--- config.mk ---
export PLATFORM = sky130hd
export DESIGN_NAME = sector_prog_seq
export DESIGN_NICKNAME = d
export VERILOG_FILES = /design/src/rtl/sps_pkg.sv /design/src/rtl/sps_bus_cycle.sv /design/src/rtl/sps_cycle_timer.sv /design/src/rtl/sector_prog_seq.sv
export SDC_FILE = /design/constraint.sdc
export NUM_CORES = 1
export LEC_CHECK = 0
export ABC_AREA = 0
export ABC_CLOCK_PERIOD_IN_PS = 2450
export BUFFER_PORTS_ARGS = -buffer_cell sky130_fd_sc_hd__buf_2
export CORE_MARGIN = 2
export CORE_UTILIZATION = 46
export CTS_BUF_LIST = sky130_fd_sc_hd__clkbuf_4
export CTS_CLUSTER_SIZE = 14
export DETAILED_ROUTE_END_ITERATION = 6
export HOLD_SLACK_MARGIN = 0.06
export PLACE_DENSITY = 0.66
export SYNTH_ARGS = -nofsm -noshare
export SYNTH_HDL_FRONTEND = slang
export SYNTH_HIERARCHICAL = 1
export SYNTH_SLANG_ARGS = --single-unit
--- constraint.sdc ---
create_clock -name clk -period 2.45 [get_ports clk]
set_input_delay 0.49 -clock clk [delete_from_list [all_inputs] [get_ports clk]]
set_output_delay 0.49 -clock clk [all_outputs]
set_load 0.01 [all_outputs]
--- src/rtl/sps_pkg.sv ---
package sps_pkg;

    localparam int BYTE_W = 8;

    localparam logic [15:0] KEY_ADDR_A = 16'h5555;
    localparam logic [15:0] KEY_ADDR_B = 16'h2AAA;
    localparam logic [7:0]  KEY_BYTE_A = 8'hAA;
    localparam logic [7:0]  KEY_BYTE_B = 8'h55;
    localparam logic [7:0]  CMD_PROG   = 8'hA0;
    localparam logic [7:0]  CMD_IDENT  = 8'h90;

    typedef enum logic [2:0] {
        ST_IDLE,
        ST_KEY1,
        ST_KEY2,
        ST_KEY3,
        ST_LOAD,
        ST_SETTLE,
        ST_PROBE,
        ST_DONE
    } seq_state_t;

    typedef enum logic [1:0] {
        PH_IDLE,
        PH_SETUP,
        PH_STROBE,
        PH_HOLD
    } bus_phase_t;

endpackage

--- src/rtl/sps_bus_cycle.sv ---
module sps_bus_cycle
    import sps_pkg::*;
#(
    parameter int ADDR_W      = 19,
    parameter int STROBE_CLKS = 3
) (
    input  logic              clk,
    input  logic              rst_n,
    input  logic              req_i,
    input  logic              is_read_i,
    input  logic [ADDR_W-1:0] addr_i,
    input  logic [BYTE_W-1:0] wdata_i,
    output logic              idle_o,
    output logic              ack_o,
    output logic [BYTE_W-1:0] rdata_o,
    output logic [ADDR_W-1:0] bus_addr_o,
    output logic [BYTE_W-1:0] bus_dq_o,
    input  logic [BYTE_W-1:0] bus_dq_i,
    output logic              bus_dq_oe_o,
    output logic              ce_n_o,
    output logic              we_n_o,
    output logic              oe_n_o
);

    localparam int CNT_W = (STROBE_CLKS > 1) ? $clog2(STROBE_CLKS) : 1;

    bus_phase_t        phase_q;
    logic [CNT_W-1:0]  cnt_q;
    logic              rd_q;
    logic [ADDR_W-1:0] addr_q;
    logic [BYTE_W-1:0] data_q;
    logic [BYTE_W-1:0] rdata_q;

    // Phase register: setup (1 clk), strobe (STROBE_CLKS), hold (1 clk)
    always_ff @(posedge clk) begin
        if (!rst_n) begin
            phase_q <= PH_IDLE;
            cnt_q   <= '0;
            rd_q    <= 1'b0;
            addr_q  <= '0;
            data_q  <= '0;
            rdata_q <= '0;
        end else begin
            unique case (phase_q)
                PH_IDLE: begin
                    if (req_i) begin
                        phase_q <= PH_SETUP;
                        addr_q  <= addr_i;
                        data_q  <= wdata_i;
                        rd_q    <= is_read_i;
                    end
                end
                PH_SETUP: begin
                    phase_q <= PH_STROBE;
                    cnt_q   <= '0;
                end
                PH_STROBE: begin
                    if (cnt_q == CNT_W'(STROBE_CLKS - 1)) begin
                        phase_q <= PH_HOLD;
                        if (rd_q) begin
                            rdata_q <= bus_dq_i;
                        end
                    end else begin
                        cnt_q <= cnt_q + CNT_W'(1);
                    end
                end
                PH_HOLD: phase_q <= PH_IDLE;
            endcase
        end
    end

    always_comb begin
        idle_o      = (phase_q == PH_IDLE);
        ack_o       = (phase_q == PH_HOLD);
        ce_n_o      = !(phase_q == PH_STROBE);
        we_n_o      = !((phase_q == PH_STROBE) && !rd_q);
        oe_n_o      = !((phase_q == PH_STROBE) && rd_q);
        bus_dq_oe_o = (phase_q != PH_IDLE) && !rd_q;
        bus_addr_o  = addr_q;
        bus_dq_o    = data_q;
        rdata_o     = rdata_q;
    end

endmodule

--- src/rtl/sps_cycle_timer.sv ---
module sps_cycle_timer #(
    parameter int TWC_CLKS = 500000
) (
    input  logic clk,
    input  logic rst_n,
    input  logic en_i,
    output logic expire_o
);

    localparam int CW = (TWC_CLKS > 1) ? $clog2(TWC_CLKS) : 1;

    logic [CW-1:0] cnt_q;

    always_ff @(posedge clk) begin
        if (!rst_n || !en_i) begin
            cnt_q <= '0;
        end else if (!expire_o) begin
            cnt_q <= cnt_q + CW'(1);
        end
    end

    assign expire_o = en_i && (cnt_q == CW'(TWC_CLKS - 1));

endmodule

--- src/rtl/sector_prog_seq.sv ---
module sector_prog_seq
    import sps_pkg::*;
#(
    parameter int  SECTOR_W    = 10,
    parameter int  BYTE_BITS   = 9,
    parameter int  STROBE_CLKS = 3,
    parameter int  TWC_CLKS    = 500000,
    localparam int ADDR_W      = SECTOR_W + BYTE_BITS
) (
    input  logic                clk,
    input  logic                rst_n,
    input  logic                start_i,
    input  logic                ident_i,
    input  logic [SECTOR_W-1:0] sector_i,
    input  logic [7:0]          wr_byte_i,
    input  logic                wr_valid_i,
    output logic                wr_ready_o,
    output logic                busy_o,
    output logic                done_o,
    output logic [7:0]          maker_code_o,
    output logic [ADDR_W-1:0]   mem_addr_o,
    output logic [7:0]          mem_dq_o,
    input  logic [7:0]          mem_dq_i,
    output logic                mem_dq_oe_o,
    output logic                mem_ce_n_o,
    output logic                mem_we_n_o,
    output logic                mem_oe_n_o
);

    seq_state_t state_q, state_d;
    logic                 ident_q;
    logic [SECTOR_W-1:0]  sector_q;
    logic [BYTE_BITS-1:0] idx_q;
    logic [7:0]           code_q;

    logic              bus_req, bus_rd, bus_idle, bus_ack;
    logic [ADDR_W-1:0] bus_addr;
    logic [7:0]        bus_wdata, bus_rdata;
    logic              timer_en, timer_done;
    logic              last_byte;

    assign last_byte = (idx_q == {BYTE_BITS{1'b1}});

    sps_bus_cycle #(
        .ADDR_W      (ADDR_W),
        .STROBE_CLKS (STROBE_CLKS)
    ) u_bus (
        .clk         (clk),
        .rst_n       (rst_n),
        .req_i       (bus_req),
        .is_read_i   (bus_rd),
        .addr_i      (bus_addr),
        .wdata_i     (bus_wdata),
        .idle_o      (bus_idle),
        .ack_o       (bus_ack),
        .rdata_o     (bus_rdata),
        .bus_addr_o  (mem_addr_o),
        .bus_dq_o    (mem_dq_o),
        .bus_dq_i    (mem_dq_i),
        .bus_dq_oe_o (mem_dq_oe_o),
        .ce_n_o      (mem_ce_n_o),
        .we_n_o      (mem_we_n_o),
        .oe_n_o      (mem_oe_n_o)
    );

    sps_cycle_timer #(
        .TWC_CLKS (TWC_CLKS)
    ) u_twc (
        .clk      (clk),
        .rst_n    (rst_n),
        .en_i     (timer_en),
        .expire_o (timer_done)
    );

    // Next-state logic
    always_comb begin
        state_d = state_q;
        unique case (state_q)
            ST_IDLE:   if (start_i)    state_d = ST_KEY1;
            ST_KEY1:   if (bus_ack)    state_d = ST_KEY2;
            ST_KEY2:   if (bus_ack)    state_d = ST_KEY3;
            ST_KEY3:   if (bus_ack)    state_d = ident_q ? ST_SETTLE : ST_LOAD;
            ST_LOAD:   if (bus_ack && last_byte) state_d = ST_SETTLE;
            ST_SETTLE: if (timer_done) state_d = ident_q ? ST_PROBE : ST_DONE;
            ST_PROBE:  if (bus_ack)    state_d = ST_DONE;
            ST_DONE:                   state_d = ST_IDLE;
        endcase
    end

    // State register and operation context
    always_ff @(posedge clk) begin
        if (!rst_n) begin
            state_q  <= ST_IDLE;
            ident_q  <= 1'b0;
            sector_q <= '0;
            idx_q    <= '0;
            code_q   <= '0;
        end else begin
            state_q <= state_d;
            if (state_q == ST_IDLE && start_i) begin
                ident_q  <= ident_i;
                sector_q <= sector_i;
                idx_q    <= '0;
            end
            if (state_q == ST_LOAD && bus_ack) begin
                idx_q <= idx_q + BYTE_BITS'(1);
            end
            if (state_q == ST_PROBE && bus_ack) begin
                code_q <= bus_rdata;
            end
        end
    end

    // Outputs per state
    always_comb begin
        bus_req    = 1'b0;
        bus_rd     = 1'b0;
        bus_addr   = '0;
        bus_wdata  = '0;
        wr_ready_o = 1'b0;
        timer_en   = 1'b0;
        done_o     = 1'b0;
        busy_o     = 1'b1;
        unique case (state_q)
            ST_IDLE: busy_o = 1'b0;
            ST_KEY1: begin
                bus_req   = 1'b1;
                bus_addr  = ADDR_W'(KEY_ADDR_A);
                bus_wdata = KEY_BYTE_A;
            end
            ST_KEY2: begin
                bus_req   = 1'b1;
                bus_addr  = ADDR_W'(KEY_ADDR_B);
                bus_wdata = KEY_BYTE_B;
            end
            ST_KEY3: begin
                bus_req   = 1'b1;
                bus_addr  = ADDR_W'(KEY_ADDR_A);
                bus_wdata = ident_q ? CMD_IDENT : CMD_PROG;
            end
            ST_LOAD: begin
                bus_req    = wr_valid_i;
                bus_addr   = {sector_q, idx_q};
                bus_wdata  = wr_byte_i;
                wr_ready_o = bus_idle;
            end
            ST_SETTLE: timer_en = 1'b1;
            ST_PROBE: begin
                bus_req = 1'b1;
                bus_rd  = 1'b1;
            end
            ST_DONE: done_o = 1'b1;
        endcase
    end

    assign maker_code_o = code_q;

endmodule

## Word-level counts from Yosys, hierarchy flattened

Cells that the tools add are included.

- Bits of input ports: 31
- Bits in registers: 90
- Logic and storage cells: 91
- Output and inout port bits: 42

- Reductions and logical operators: 27
- Equal/unequal tests: 23
- Multiplexer cells: 26
- Add/subtract/negate cells: 3

Operators by type and width:

| cell | number |
|---|---|
| $pmux W19 S3 | 1 |
| $pmux W8 S4 | 1 |
| $pmux W3 S8 | 1 |
| $mux W3 | 7 |
| $add A19 B1 Y19 const B | 1 |
| $eq A19 B19 Y1 const B | 1 |
| $mux W9 | 2 |
| $ne A2 B2 Y1 const B | 9 |
| $eq A3 B3 Y1 const B | 4 |
| $add A9 B1 Y9 const B | 1 |
| $eq A9 B9 Y1 const B | 1 |
| $logic_and A1 B1 Y1 | 8 |
| $pmux W2 S4 | 1 |
| $mux W1 | 7 |
| $reduce_and A7 Y1 | 1 |
| $eq A2 B2 Y1 const B | 3 |
| $eq A3 B2 Y1 const B | 2 |
| $logic_not A1 Y1 | 6 |
| $mux W2 | 3 |
| $mux W6 | 1 |
| $reduce_and A2 Y1 | 3 |
| $reduce_bool A2 Y1 | 3 |
| $pmux W2 S2 | 1 |
| $reduce_or A4 Y1 | 1 |
| other kinds (10) | 10 |

## Logic depth before layout (Yosys ltp)

- Depth in word-level cells: 5
- Depth in mapped cells: 11
- Depth with buffers taken out: 8

## Modules after synthesis

Netlist, hierarchy kept.

By module, submodules not included:

| module | seq. area each (um^2) | area each (um^2) | times used | cells each |
|---|---|---|---|---|
| sps_bus_cycle | 800.8 | 1729.2 | 1 | 189 |
| sector_prog_seq | 620.6 | 1687.9 | 1 | 227 |
| sps_cycle_timer | 380.4 | 908.4 | 1 | 103 |

## Worst setup path before layout

No wires, ideal clock.

- Kind: reg2reg
- Start: reg state_q[2]
- End: reg state_q[0]
- Arrival time: 2.018 ns
- Path slack: 0.299 ns
- Path buffers: 3
- Setup time: 0.134 ns
- Period minus slack after synthesis: 2.151 ns
- Data required time: 2.316 ns
- Stages on the path, launching flop included: 12
- Cells stage by stage: dfxtp_1 > buf_6 > nor2b_1 > clkbuf_1 > and2_1 > nand3_1 > nor3_2 > buf_4 > inv_1 > a31oi_1 > and4_1 > nor4_1

- Word-level cells in the longest chain between the ends: 5
- Elaborated cells on any way between the ends: 19
- Classes of those cells: eq/ne (14); mux (2); reduce/logical (3)

Ends and longest elaborated chain:

| what | line | text |
|---|---|---|
| from (decl) | sector_prog_seq.sv:30 | `seq_state_t state_q, state_d;` |
| from (signal assigned) | sector_prog_seq.sv:99 | `state_q <= state_d;` |
| $eq A3 B3 Y1 | sector_prog_seq.sv:124 | `unique case (state_q)` |
| $mux W1 | sector_prog_seq.sv:124 |  |
| named net timer_en | sector_prog_seq.sv:39 | `logic timer_en, timer_done;` |
| $logic_and A1 B1 Y1 | sps_cycle_timer.sv:22 | `assign expire_o = en_i && (cnt_q == CW'(TWC_CLKS - 1));` |
| named net timer_done | sector_prog_seq.sv:39 |  |
| $ne A2 B2 Y1 (no source line) | n/a |  |
| $reduce_and A7 Y1 (no source line) | n/a |  |

The timed path passes the listed nets, and every way through them passes these cells.
A chain may end at the register's enable or synchronous reset.

## Final worst setup path

- Start: reg state_q[0]
- End: out wr_ready_o

- Word-level cells in the longest chain between the ends: 2

Ends and longest elaborated chain:

| what | line | text |
|---|---|---|
| $eq A3 B3 Y1 | sector_prog_seq.sv:124 |  |
| $mux W1 | sector_prog_seq.sv:124 |  |
| to (decl) | sector_prog_seq.sv:17 | `output logic wr_ready_o,` |

Every way passes these cells.

==> impl_results.md <==
* Met1 Wirelength at 4340 microns
* GRT Overall Usage at 19.6%
* Synth area leaders: dfxtp_1 42%, nand2_1 11%, a21boi_2 5.2%
* Hold depth at 3
* Most common cell after layout, fill and taps aside: nand2_1
* Pwr Density at 657 nW/um^2
* CTS tree: yes
* P&R area growth vs syn at 12.8%
* YS warnings at 6
* Post-Synth XOR/XNOR Area at 1.82%
* Post CTS Setup Buffer Count at 0
* Crit-path leading delay family: flip-flops
* Syn avg cell area at 8.33 sq um
* Number of buffers created by CTS at 9
* Routability Congestion at roughly 0.91
* Min-Delay Path Class: input pin to flip-flop
* Max_slew headroom at about three fifths
* DIE WIDTH at slightly above 100 microns
* Min-Delay Endpoint: sector_q[3]
* RR Endpoint: u_twc/cnt_q[11]
* Main synth FF type: dfxtp_1
* Synth unique cells at 67
* Critical Path AT at 1690 ps
* Bufs and invs on worst path at 2
* P_leak at 1.99 nW
* CP endpoint kind: output port
* Min cycle time layout at 2180 ps
* Critical Path RT at 1960 ps
* Yosys reg bits at 90
* Die Y at 101 microns
* Stages on worst setup path at 4
* Largest net degree at the start of global routing at 36
* Sequential area share after synthesis at 41.7%
* Syn Inst Count at 519
* Async set-or-reset flop fraction in the synthesized netlist at 0%
* I/O Buffers at 72
* Most frequent cells in the layout: 122 x nand2_1, 90 x dfxtp_1, 72 x buf_2
* Yosys top cell area share at 41.7%
* Syn nets at about 560
* Gr ovfl total at 0
* First-pass GRT wire length at 16100 microns
* # DRC at 0
* Max Slew Vio Count at 0
* Ports at 73
* Critical path startpoint category: flip-flop
* # resized after CTS at 0
* Die Area at between 10000 and 15000 sq um
* Nets@finish at 622
* CP max FO at 16
* Initial Utilization at 47.0%
* Reg clk slew, reported paths at 150 ps
* First-pass DRT Iterations at 4
* Final Hold Viols at 0
* Outcome: finished clean
* DR top layer: met4
* Min-delay src: sector_i[3]
* Hold buffers post-CTS at 0
* Drt total wl at 9670 microns
* WL/cell at between 10 and 15 microns
* Vias/cell at 5.33
* Worst vdd ir at 0.309 mV
* ANT nets after route at 0
* Metal2 WL at about 4800 microns
* Routed via count at 3717
* Initial antenna violation count at 0
* Final number of setup-violating endpoints at 0
* Core area at 9200 sq um
* Worst setup skew after layout at 21.5 ps
* Unrepaired setup endpoints after global routing: no
* Clk_lat worst skew at about 450 ps
* Initial DRC count at approximately 150
* Fmax at 0.460 GHz
* Post-synthesis mux area share at 1.65%
* Hpwl dp at 6870 microns
* Main combinational cell family by area after synthesis: simple AND/OR/NAND/NOR gates
* Number of max-cap violations at 0
* CP Cell Sequence: buf_4 -> nor2b_1 -> and3_1 -> buf_2
* # H-tree levels at 3
* Final period utilization at 88.8%
* Row Count at 35
* Peak per-stage delay on the critical path at around 650 ps
* CTS Buffer Depth at 2
* Post-Route Utilization at 53.0%
* Synth Area in Compound Gates at between 15 and 20%
* Worst Tran Pin Value at 606 ps
* CTS root buf: clkbuf_4
* Number of global-route vias before repair at about 3.6k
* Post-synth EDFFs at 0
* Synthesized area at 4330 sq um
* Synth Area in Adders at 2.60%
* Slowest-stage cell, CP: dfxtp_1
* Yosys top cell by area: dfxtp_1
* Diode count at 0
* Met3 wire length at between 400 and 500 microns
* Share of layout cells above drive strength 1 at 23.7%
* Synth Area in Simple Gates at 26.5%
* Crit Path Category: flip-flop to output port
* Post-route setup TNS at 0 ps
* R2R Setup Slk at around 530 ps
* Reg2Reg Launch Point: u_twc/cnt_q[0]
* Total clock sinks at 90
* FF-to-FF path depth at 7
==> cells in the mapped netlist, types with 6 or more instances <==
cell type,n
buf_2,11
mux2i_1,6
nor2_1,30
clkbuf_1,14
nand3_1,19
o21ai_0,13
nand2_1,122
inv_1,11
a21boi_0,8
nor2b_1,8
a21boi_2,20
ha_1,9
dfxtp_1,90
a21o_1,10
and3_1,12
nand4_1,6
a21oi_1,41
==> kinds of logic (layout without fill, tap and decap cells) <==
group / Yosys count / in the layout
fa+ha+maj: 9 / 9
mux: 7 / 7
compound gates: 120 / 120
xor+xnor: 9 / 9
flops: 90 / 90
buf+inv: 46 / 114
simple gates: 238 / 238
==> power by group <==
group | total (mW) | switching (mW) | leakage (nW) | internal [mW]
sequential | 1.58 | 0.0533 | 0.728 | 1.53
combinational | 0.675 | 0.418 | 1.18 | 0.257
clock | 0.946 | 0.524 | 0.0845 | 0.422
==> sequential cells by signal, indices dropped and copies added, names as in the netlist <==
signal            cells
state_q               3
maker_code_o          8
u_bus/rd_q            1
u_twc/cnt_q          19
u_bus/phase_q         2
u_bus/cnt_q           2
ident_q               1
idx_q                 9
sector_q             10
u_bus/bus_addr_o     19
u_bus/rdata_o         8
u_bus/bus_dq_o        8
==> worst max-delay path by stage <==
stage	startpoint	end	slack, ps
after floorplan	state_q[2]	state_q[0]	300
after global placement	u_twc/cnt_q[0]	u_twc/cnt_q[11]	590
after detailed placement	u_twc/cnt_q[0]	u_twc/cnt_q[11]	560
after CTS	state_q[0]	wr_ready_o	240
after global routing	state_q[0]	wr_ready_o	140
final	state_q[0]	wr_ready_o	270
==> final cells by class <==
cell class	count	area, sq um
timing repair buffer	86	465
sequential	90	1800
inverter	12	45.0
clock inverter	7	100
clock buffer	9	67.6
fill	885	4320
multi-input combinational	383	2260
tap	111	139
==> metal layers <==
layer	GRT usage, %	vias up
li1	-	1906
met1	23.0	1723
met2	35.0	76
met3	5.41	12
met4	5.09	0
met5	0	-
==> worst register-to-register path, cell delays in order (launching register included) <==
cell and delay [ps]:
dfxtp_1 360, ha_1 240, and3_1 230, nand4_1 130, nor3_2 70, buf_4 180, or4_1 500, a21oi_1 150
==> per-stage QoR <==
stage,cells,hold slack (ps),setup slack (ps),total power [mW],instance area (sq um)
6_report,698,259,275,3.20,4880
5_1_grt,698,219,141,3.39,4880
4_1_cts,698,232,239,3.25,4880
3_5_place_dp,682,447,562,2.30,4710
3_3_place_gp,682,441,588,2.28,4710
2_1_floorplan,519,432,299,2.17,4330
Power figures use the tool's default switching activity.
